==> src/rtl/mdu_pkg.sv <==
package mdu_pkg;

  typedef enum logic [1:0] {
    OP_MULS = 2'b00,
    OP_MULU = 2'b01,
    OP_DIVS = 2'b10,
    OP_DIVU = 2'b11
  } mduOp_e;

  // strobes from control to datapath
  typedef struct packed {
    logic load;    // capture operands
    logic step;    // one iteration bit
    logic finish;  // sign fix and write HI/LO
  } mduStb_t;

endpackage

==> src/rtl/mdu_ctrl.sv <==
module mdu_ctrl
  import mdu_pkg::*;
#(
  parameter int W = 32
) (
  input  logic    clk,
  input  logic    rstN,
  input  logic    startValid,
  output mduStb_t stb,
  output logic    busyO
);

  localparam int CW = $clog2(W);

  typedef enum logic [1:0] {S_IDLE, S_RUN, S_FIN} state_e;

  state_e        state;
  logic [CW-1:0] stepCnt;

  always_ff @(posedge clk) begin
    if (!rstN) begin
      state   <= S_IDLE;
      stepCnt <= '0;
    end else begin
      unique case (state)
        S_IDLE: begin
          if (startValid) begin
            state   <= S_RUN;
            stepCnt <= '0;
          end
        end
        S_RUN: begin
          stepCnt <= stepCnt + 1'b1;
          if (stepCnt == CW'(W - 1)) state <= S_FIN;
        end
        S_FIN: state <= S_IDLE;
        default: state <= S_IDLE;
      endcase
    end
  end

  always_comb begin
    stb.load   = (state == S_IDLE) && startValid;
    stb.step   = (state == S_RUN);
    stb.finish = (state == S_FIN);
    busyO      = (state != S_IDLE);
  end


  busy_rise_chk: assert property (@(posedge clk) disable iff (!rstN)
    $rose(busyO) |-> $past(startValid));


  fin_exit_chk: assert property (@(posedge clk) disable iff (!rstN)
    (state == S_FIN) |=> !busyO);

endmodule

==> src/rtl/mdu_dpath.sv <==
module mdu_dpath
  import mdu_pkg::*;
#(
  parameter int W = 32
) (
  input  logic         clk,
  input  logic         rstN,
  input  mduStb_t      stb,
  input  logic         busyIn,
  input  logic [1:0]   opSel,
  input  logic [W-1:0] opA,
  input  logic [W-1:0] opB,
  input  logic         wrEn,
  input  logic         wrSel,
  input  logic [W-1:0] wrData,
  output logic [W-1:0] hiO,
  output logic [W-1:0] loO
);

  localparam int PW = 2 * W;

  logic [W-1:0] hiReg, loReg;
  logic [W-1:0] accHi, accLo, mOp;
  logic         isDiv, negLo, negHi;

  logic         isSigned, signA, signB;
  logic [W-1:0] absA, absB;
  logic [W:0]   mulSum, divShift, divTrial;
  logic [PW-1:0] prodMag, prodFix;
  logic [W-1:0] quoFix, remFix;

  always_comb begin
    isSigned = ~opSel[0];
    signA    = isSigned & opA[W-1];
    signB    = isSigned & opB[W-1];
    absA     = signA ? (~opA + 1'b1) : opA;
    absB     = signB ? (~opB + 1'b1) : opB;

    mulSum   = {1'b0, accHi} + (accLo[0] ? {1'b0, mOp} : '0);
    divShift = {accHi, accLo[W-1]};
    divTrial = divShift - {1'b0, mOp};

    prodMag  = {accHi, accLo};
    prodFix  = negLo ? (~prodMag + 1'b1) : prodMag;
    quoFix   = negLo ? (~accLo + 1'b1) : accLo;
    remFix   = negHi ? (~accHi + 1'b1) : accHi;
  end

  // iteration registers
  always_ff @(posedge clk) begin
    if (!rstN) begin
      accHi <= '0;
      accLo <= '0;
      mOp   <= '0;
      isDiv <= 1'b0;
      negLo <= 1'b0;
      negHi <= 1'b0;
    end else if (stb.load) begin
      accHi <= '0;
      accLo <= absA;
      mOp   <= absB;
      isDiv <= opSel[1];
      negLo <= signA ^ signB;
      negHi <= signA;
    end else if (stb.step) begin
      if (isDiv) begin
        if (!divTrial[W]) begin
          accHi <= divTrial[W-1:0];
          accLo <= {accLo[W-2:0], 1'b1};
        end else begin
          accHi <= divShift[W-1:0];
          accLo <= {accLo[W-2:0], 1'b0};
        end
      end else begin
        accHi <= mulSum[W:1];
        accLo <= {mulSum[0], accLo[W-1:1]};
      end
    end
  end

  // result pair
  always_ff @(posedge clk) begin
    if (!rstN) begin
      hiReg <= '0;
      loReg <= '0;
    end else if (stb.finish) begin
      if (isDiv) begin
        hiReg <= remFix;
        loReg <= quoFix;
      end else begin
        hiReg <= prodFix[PW-1:W];
        loReg <= prodFix[W-1:0];
      end
    end else if (!busyIn && wrEn) begin
      if (wrSel) hiReg <= wrData;
      else       loReg <= wrData;
    end
  end

  assign hiO = hiReg;
  assign loO = loReg;


  hold_hilo_chk: assert property (@(posedge clk) disable iff (!rstN)
    (busyIn && !stb.finish) |=> ($stable(hiReg) && $stable(loReg)));


  rem_bound_chk: assert property (@(posedge clk) disable iff (!rstN)
    (isDiv && stb.step && (mOp != '0)) |=> (accHi < mOp));

endmodule

==> src/rtl/mdu_hilo.sv <==
module mdu_hilo
  import mdu_pkg::*;
#(
  parameter int W = 32
) (
  input  logic         clk,
  input  logic         rstN,
  input  logic         startValid,
  input  logic [1:0]   startOp,
  input  logic [W-1:0] opA,
  input  logic [W-1:0] opB,
  output logic         busy,
  input  logic         rdReq,
  input  logic         rdSel,
  output logic         rdReady,
  output logic [W-1:0] rdData,
  input  logic         wrEn,
  input  logic         wrSel,
  input  logic [W-1:0] wrData
);

  mduStb_t      stb;
  logic         busyInt;
  logic [W-1:0] hiVal, loVal;

  mdu_ctrl #(.W(W)) u_ctrl (
    .clk       (clk),
    .rstN      (rstN),
    .startValid(startValid),
    .stb       (stb),
    .busyO     (busyInt)
  );

  mdu_dpath #(.W(W)) u_dpath (
    .clk   (clk),
    .rstN  (rstN),
    .stb   (stb),
    .busyIn(busyInt),
    .opSel (startOp),
    .opA   (opA),
    .opB   (opB),
    .wrEn  (wrEn),
    .wrSel (wrSel),
    .wrData(wrData),
    .hiO   (hiVal),
    .loO   (loVal)
  );

  assign busy    = busyInt;
  assign rdReady = rdReq & ~busyInt;
  assign rdData  = rdSel ? hiVal : loVal;


  rd_hold_chk: assert property (@(posedge clk) disable iff (!rstN)
    (rdReq && busyInt && !stb.finish) |=> !rdReady);

endmodule

==> config.mk <==
export PLATFORM = sky130hd
export DESIGN_NAME = mdu_hilo
export DESIGN_NICKNAME = d
export VERILOG_FILES = /design/src/rtl/mdu_pkg.sv /design/src/rtl/mdu_ctrl.sv /design/src/rtl/mdu_dpath.sv /design/src/rtl/mdu_hilo.sv
export SDC_FILE = /design/constraint.sdc
export NUM_CORES = 1
export LEC_CHECK = 0
export ABC_AREA = 0
export BUFFER_PORTS_ARGS = -buffer_cell sky130_fd_sc_hd__buf_2
export CAP_MARGIN = 15
export CORE_MARGIN = 1
export CORE_UTILIZATION = 35
export DETAILED_ROUTE_END_ITERATION = 8
export HOLD_SLACK_MARGIN = 0.1
export SLEW_MARGIN = 20
export SYNTH_ARGS = -nofsm -noshare
export SYNTH_HDL_FRONTEND = slang
export SYNTH_SLANG_ARGS = --single-unit
export TNS_END_PERCENT = 5
==> constraint.sdc <==
create_clock -name clk -period 3.45 [get_ports clk]
set_input_delay 0.345 -clock clk [delete_from_list [all_inputs] [get_ports clk]]
set_output_delay 0.345 -clock clk [all_outputs]
set_load 0.05 [all_outputs]
Word level (Yosys, flattened, before mapping)

Cells that the tools add are included.

Flip-flop bits (word level): 170
Output and inout bits: 34
Word-level logic and storage cells: 76

Add/subtract/negate cells: 8
Equal/unequal tests: 6
Muxes and demuxes: 26
Bitwise operators: 12
Reductions and logical operators: 14

Operators by type and width:

| operator                                                                 | count |
|---|---|
| 32-bit two-way mux                                                       | 19 |
| 32-bit by 1-bit adder with 32-bit output (second input constant)         | 4 |
| 32-bit NOT                                                               | 4 |
| 64-bit by 1-bit adder with 64-bit output (second input constant)         | 1 |
| 64-bit two-way mux                                                       | 1 |
| 64-bit NOT                                                               | 1 |
| 32-bit by 33-bit adder with 33-bit output                                | 1 |
| 33-bit by 32-bit subtractor with 33-bit output                           | 1 |
| 5-bit one-hot mux with 2 select lines                                    | 1 |
| 2-bit nonzero test                                                       | 5 |
| 2-bit AND reduction                                                      | 4 |
| 5-bit by 1-bit adder with 5-bit output (second input constant)           | 1 |
| 5-bit equality test (second input constant)                              | 1 |
| 5-bit two-way mux                                                        | 1 |
| 2-bit two-way mux                                                        | 2 |
| 2-bit by 1-bit inequality test with 1-bit output (second input constant) | 2 |
| 2-bit one-hot mux with 2 select lines                                    | 1 |
| 1-bit AND                                                                | 3 |
| 1-bit NOT                                                                | 3 |
| 2-bit by 1-bit equality test with 1-bit output (second input constant)   | 1 |
| 2-bit equality test (second input constant)                              | 1 |
| 1-bit logical AND                                                        | 2 |
| 2-bit logical NOT                                                        | 1 |
| 2-bit inequality test (second input constant)                            | 1 |
| 4 further kinds                                                          | 4 |

Logic depth before layout (Yosys ltp)

Depth after elaboration: 5
Mapped depth: 14
Depth with buffers taken out: 12

Modules after synthesis

A second synthesis with hierarchy kept.

Cells, all modules: 1968
Area, all modules: 15020.7 µm²

By module, submodules not included:

| module    | instances | cells each | area each (µm²) | sequential area each (µm²) |
|---|---|---|---|---|
| mdu_dpath | 1         | 1895       | 14142.3         | 3263.1 |
| mdu_hilo  | 1         | 37         | 550.5           | 0.0 |
| mdu_ctrl  | 1         | 36         | 327.8           | 140.1 |

Worst setup path after synthesis

Ideal clock, no wire load.

Path kind: register to register
Start point: register u_dpath.accLo[0]
End point: register u_dpath.accHi[28]
Library setup time: 0.143 ns
Arrival: 2.895 ns
Data required time: 3.307 ns
Setup slack: 0.412 ns
Cell stages (with the launch flop): 14
Path buffers: 1
Clock period less this slack: 3.038 ns
Cell sequence: dfxtp_1 -> inv_1 -> clkbuf_1 -> nor2_1 -> ha_1 -> a21oi_1 -> o31ai_1 -> o2111a_1 -> or3_1 -> a31oi_1 -> o21ai_0 -> a21oi_1 -> mux2i_1 -> a311oi_1

Cells in the longest elaborated chain, start to end: 3

RTL lines:

| element                                   | line            | RTL |
|---|---|---|
| start, declared                           | mdu_dpath.sv:23 | `logic [W-1:0] accHi, accLo, mOp;` |
| start signal, assigned                    | mdu_dpath.sv:60 | `accLo <= absA;` |
| start signal, assigned                    | mdu_dpath.sv:69 | `accLo <= {accLo[W-2:0], 1'b1};` |
| start signal, assigned                    | mdu_dpath.sv:72 | `accLo <= {accLo[W-2:0], 1'b0};` |
| 32-bit two-way mux                        | mdu_dpath.sv:39 | `mulSum = {1'b0, accHi} + (accLo[0] ? {1'b0, mOp} : '0);` |
| 32-bit by 33-bit adder with 33-bit output | mdu_dpath.sv:39 |  |
| 32-bit two-way mux                        | mdu_dpath.sv:66 | `if (isDiv) begin` |
| end signal, assigned                      | mdu_dpath.sv:68 | `accHi <= divTrial[W-1:0];` |
| end signal, assigned                      | mdu_dpath.sv:71 | `accHi <= divShift[W-1:0];` |
| end signal, assigned                      | mdu_dpath.sv:75 | `accHi <= mulSum[W:1];` |
| end, declared                             | mdu_dpath.sv:23 |  |

Every way passes these cells.
A chain may end at the register's enable or synchronous reset.

Worst setup path after layout

Start point: register u_dpath.accLo[0]
End point: register u_dpath.accHi[30]

Same word-level chain as after synthesis.

==> summary by stage <==
Global routing
The first-pass GRT wire length is 81.4 mm. The total track usage is 23.9%. The number of antenna violations at the first check in global routing is 0.

Entering global routing, the biggest net connects 100 pins. The via count of the first global-routing pass was ~14k. The total congestion overflow after global routing is 0.

Logic synthesis
The synthesized design contains 170 register bits. The most instantiated flip-flop cell in the synthesis netlist is sky130_fd_sc_hd__dfxtp_1. The cell count after synthesis is ~2k. The mean cell area of the mapped netlist is around 7.6 um2. For this run, the register share of the synthesized area comes to a little under a quarter. The share of the synthesized area in the top cell type is 22.9%. The cell area that synthesis handed to floorplanning was 0.0148 mm2. Sorting the synthesized cells by area gives the leading types as sky130_fd_sc_hd__dfxtp_1 (23%), sky130_fd_sc_hd__ha_1 (5.9%), sky130_fd_sc_hd__nand2_1 (5.8%), sky130_fd_sc_hd__xnor2_1 (5.4%), sky130_fd_sc_hd__mux2i_1 (4.7%). Counting every net in the synthesized netlist gives 2131. The synthesized design contains 0 enable-type register cells.

The dominant cell type by area after synthesis is sky130_fd_sc_hd__dfxtp_1. Yosys mapped the design onto 79 distinct sky130hd cell types. The share of flip-flops with an asynchronous set or reset is 0%.

The count of synthesis-stage warnings from yosys is 0.

Place
Before CTS, the worst setup slack after placement is 146 ps. At the end of routability-driven placement, the weighted congestion stood at 0.990. The placed instances occupy a cell area of 0.0165 mm2. Once detailed placement completed, the half-perimeter wirelength came to 41.0 mm.

In this run the tool buffered the top-level ports with about 140 buffer cells.

Clocking
The root cell of the clock tree is sky130_fd_sc_hd__clkbuf_16. The number of buffers added to fix hold violations after cts is 0. The clock net in this run drives a total of 170 sinks. The clock passes through at most 2 buffers. TritonCTS built the clock tree.

The number of setup buffers added after CTS is 0. The clock insertion delay at the later pin of the skew report is 470 ps. The number of levels the H-tree was split into is 4. The clock-pin slew on the worst setup and hold paths is 70 ps.

In this run, CTS created clock tree buffers numbering 17.

STA
The total count of max-transition violations in the final report is 0. At the pin with the least slew margin, the transition time is 991 ps. The final critical-path setup slack is 148 ps. Setup repair after global routing could not meet its margin everywhere. The worst path needs 3300 ps of the cycle, external delays included.

The total count of hold-check failures in the final report is 0. The final number of setup-violating endpoints is 0. Based on the critical path, the design can be clocked at up to 303 MHz.

The total negative slack for setup checks is 0 ps. The relative slew slack is 33.9%. The share of the clock period used by the worst path is 95.7%.

Between clock sinks in the finished design, the worst skew comes to around 13 ps.

Cells and area
After routing the design area is 0.0171 mm2. The repair_antennas step left the layout with diodes totalling 0. Leaving out fill and tap cells, the most frequent cell in the layout is sky130_fd_sc_hd__nand2_1. The post-synthesis to final-layout area growth is 15.3%. In the final layout, the share of cells above drive strength 1 is 16.9%. Leaving out fill and tap cells, the most frequent cells in the layout are sky130_fd_sc_hd__nand2_1 (227), sky130_fd_sc_hd__dfxtp_1 (169), sky130_fd_sc_hd__buf_2 (137), sky130_fd_sc_hd__o21ai_0 (130), sky130_fd_sc_hd__a21oi_1 (123). The net count of the finished layout is 2249. The final cell utilization of the core is 40.9%.

Floorplanning
The die outline area is 0.0433 mm2. For this configuration, the core starts out at a cell density of a little over a third. In this run the count of I/O pins placed on the die edge is 139. The floorplan step set the die height to 208 um. After floorplanning, the core was sized to cover 0.0419 mm2. The floorplan die width is 208 um. The number of standard-cell rows in the floorplan is 75.

Critical path
The class of the most critical setup path is reg -> reg. The kind of start point of the critical path is a register. The delay of the slowest cell on the worst path is 480 ps. The critical path's top delay family is compound AO/OA/AOI/OAI gates. STA puts the critical path data arrival time at around 3700 ps. The worst setup path is captured at a register.

The total buffers and inverters traversed by the critical path is 1. The signal on the critical path passes through inv_1, nor2_1, ha_1, nand2_1, o31ai_1, o2111a_1, o21bai_1, a31oi_1, a21oi_1, xnor2_1, o221ai_1, a221oi_1. Data on the critical path is required at its endpoint by 3820 ps. The highest net fanout along the worst path is 7. The largest individual stage delay along the critical path comes from the cell sky130_fd_sc_hd__a31oi_1.

Pwr
Summed over all cells, the static leakage comes to 7.65 nW. The worst-case IR drop observed on VDD is 0.000380 V. For this design the ratio of total power to cell area is about 380 mW/mm2. The post-layout total power is roughly 6.6 mW.

Worst hold path
The path class of the lowest-slack min-delay path is in -> reg.

Run
The tool flagged a number of max-cap violations equal to 0.

Outcome
The run finished with clean final reports.

Drt
Across all layers, the routed design uses 15.4k vias. Once detail routing completed, the nets flagged for antenna violations numbered 0. The detail-routed via count per cell is 5.88. Dividing the detail-routed wire length by the instance count gives 20.2 um.

The detailed-routing iteration count for the pre-antenna-repair pass is 8. In the routed design, unresolved DRC markers number 0. For this block, the initial DRC count from the detailed router was approximately 1.4k. The routed design has 53.1 mm of wire.
-- Yosys cell counts (9+ instances only) --
cell type                    n
sky130_fd_sc_hd__o31ai_1    27
sky130_fd_sc_hd__mux2i_1    69
sky130_fd_sc_hd__a21o_1     23
sky130_fd_sc_hd__nor3_1     44
sky130_fd_sc_hd__dfxtp_1   170
sky130_fd_sc_hd__mux2_2     38
sky130_fd_sc_hd__nand2_1   228
sky130_fd_sc_hd__nor2_1    123
sky130_fd_sc_hd__ha_1       70
sky130_fd_sc_hd__a31oi_1    26
sky130_fd_sc_hd__a21oi_1   123
sky130_fd_sc_hd__and2_1     27
sky130_fd_sc_hd__xor2_1     70
sky130_fd_sc_hd__or4_1      11
sky130_fd_sc_hd__nand3_1    61
sky130_fd_sc_hd__buf_1      15
sky130_fd_sc_hd__o41ai_1    11
sky130_fd_sc_hd__o211a_1    60
sky130_fd_sc_hd__and3_1     27
sky130_fd_sc_hd__a22oi_1    11
sky130_fd_sc_hd__a211oi_1    9
sky130_fd_sc_hd__a21boi_0   18
sky130_fd_sc_hd__o21a_1     10
sky130_fd_sc_hd__nand4_1    22
sky130_fd_sc_hd__o21ai_0   133
sky130_fd_sc_hd__nor4_1     16
sky130_fd_sc_hd__o211ai_1   46
sky130_fd_sc_hd__clkbuf_1  121
sky130_fd_sc_hd__xnor2_1    92
sky130_fd_sc_hd__or3_1      21
sky130_fd_sc_hd__nor2b_1    18
sky130_fd_sc_hd__nand2b_1   23
sky130_fd_sc_hd__inv_1      57
sky130_fd_sc_hd__o221ai_1   28
-- flip-flops by register name, indices dropped and copies added (netlist names) --
register and cells:
u_dpath.hiO 32, u_ctrl.state 2, u_dpath.accLo 32, u_dpath.mOp 32
u_dpath.negHi 1, u_ctrl.stepCnt 5, u_dpath.negLo 1, u_dpath.accHi 32
u_dpath.loO 32, u_dpath.isDiv 1
-- layer usage --
layer / wire, um / global-route usage, % / up-vias
met5: 0 / 0 / -
met3: 3320 / 3.52 / 89
li1: - / - / 7413
met1: 24100 / 32.6 / 7367
met4: 1680 / 9.04 / 0
met2: 24000 / 37.9 / 562
-- repair_timing --
item / 4_1_cts / 5_1_grt
gates resized for setup: 0 / 10
endpoints found under the hold margin: 0 / 0
endpoints found under the setup margin: 0 / 29
-- power by group --
| part | switching (mW) | total (mW) | internal, mW | leakage [nW] |
|---|---|---|---|---|
| Clock | 0.967 | 1.99 | 1.02 | 0.288 |
| Sequential | 0.153 | 2.25 | 2.09 | 1.39 |
| Combinational | 1.43 | 2.33 | 0.906 | 5.97 |
| Total | 2.55 | 6.56 | 4.02 | 7.65 |
-- worst min-delay path, stage by stage --
cell and delay (ps):
sky130_fd_sc_hd__buf_2 110, sky130_fd_sc_hd__nand2_1 50, sky130_fd_sc_hd__a21boi_0 80
-- cell type report --
| type | count | area (um2) |
|---|---|---|
| tap | 539 | 674 |
| clock buffer | 19 | 464 |
| fill | 4367 | 24700 |
| multi-input combinational | 1583 | 10700 |
| clock inverter | 13 | 128 |
| timing repair buffer | 243 | 1510 |
| sequential | 170 | 3410 |
| inverter | 57 | 214 |
-- kinds of logic after synthesis --
family	count (synthesis)	share of synthesized area [%]
adder cells (fa/ha/maj)	72	6.17
flip-flops	170	22.9
AND/OR/NAND/NOR	654	21.5
AO/OA/AOI/OAI	587	27.0
multiplexers	108	7.61
XOR/XNOR	162	9.56
buffers and inverters	201	5.25
-- stage by stage --
step                instances  hold slack (ps)
floorplan                1954              423
global placement         2591              444
detailed placement       2591              453
CTS                      2623              143
global route             2624              161
finish                   2624              154
-- path summary, 6_finish.rpt --
kind | startpoint | endpoint | slack, ps | cells after the start
worst max register to register | u_dpath.accLo[0] | u_dpath.accHi[30] | 150 | 12
worst min-delay path | startOp[1] | u_dpath.isDiv | 150 | 3
worst max-delay path | u_dpath.accLo[0] | u_dpath.accHi[30] | 150 | 12
worst min register to register | u_ctrl.stepCnt[3] | u_ctrl.stepCnt[3] | 460 | 1
No activity file was read; power rests on OpenSTA's default activity.
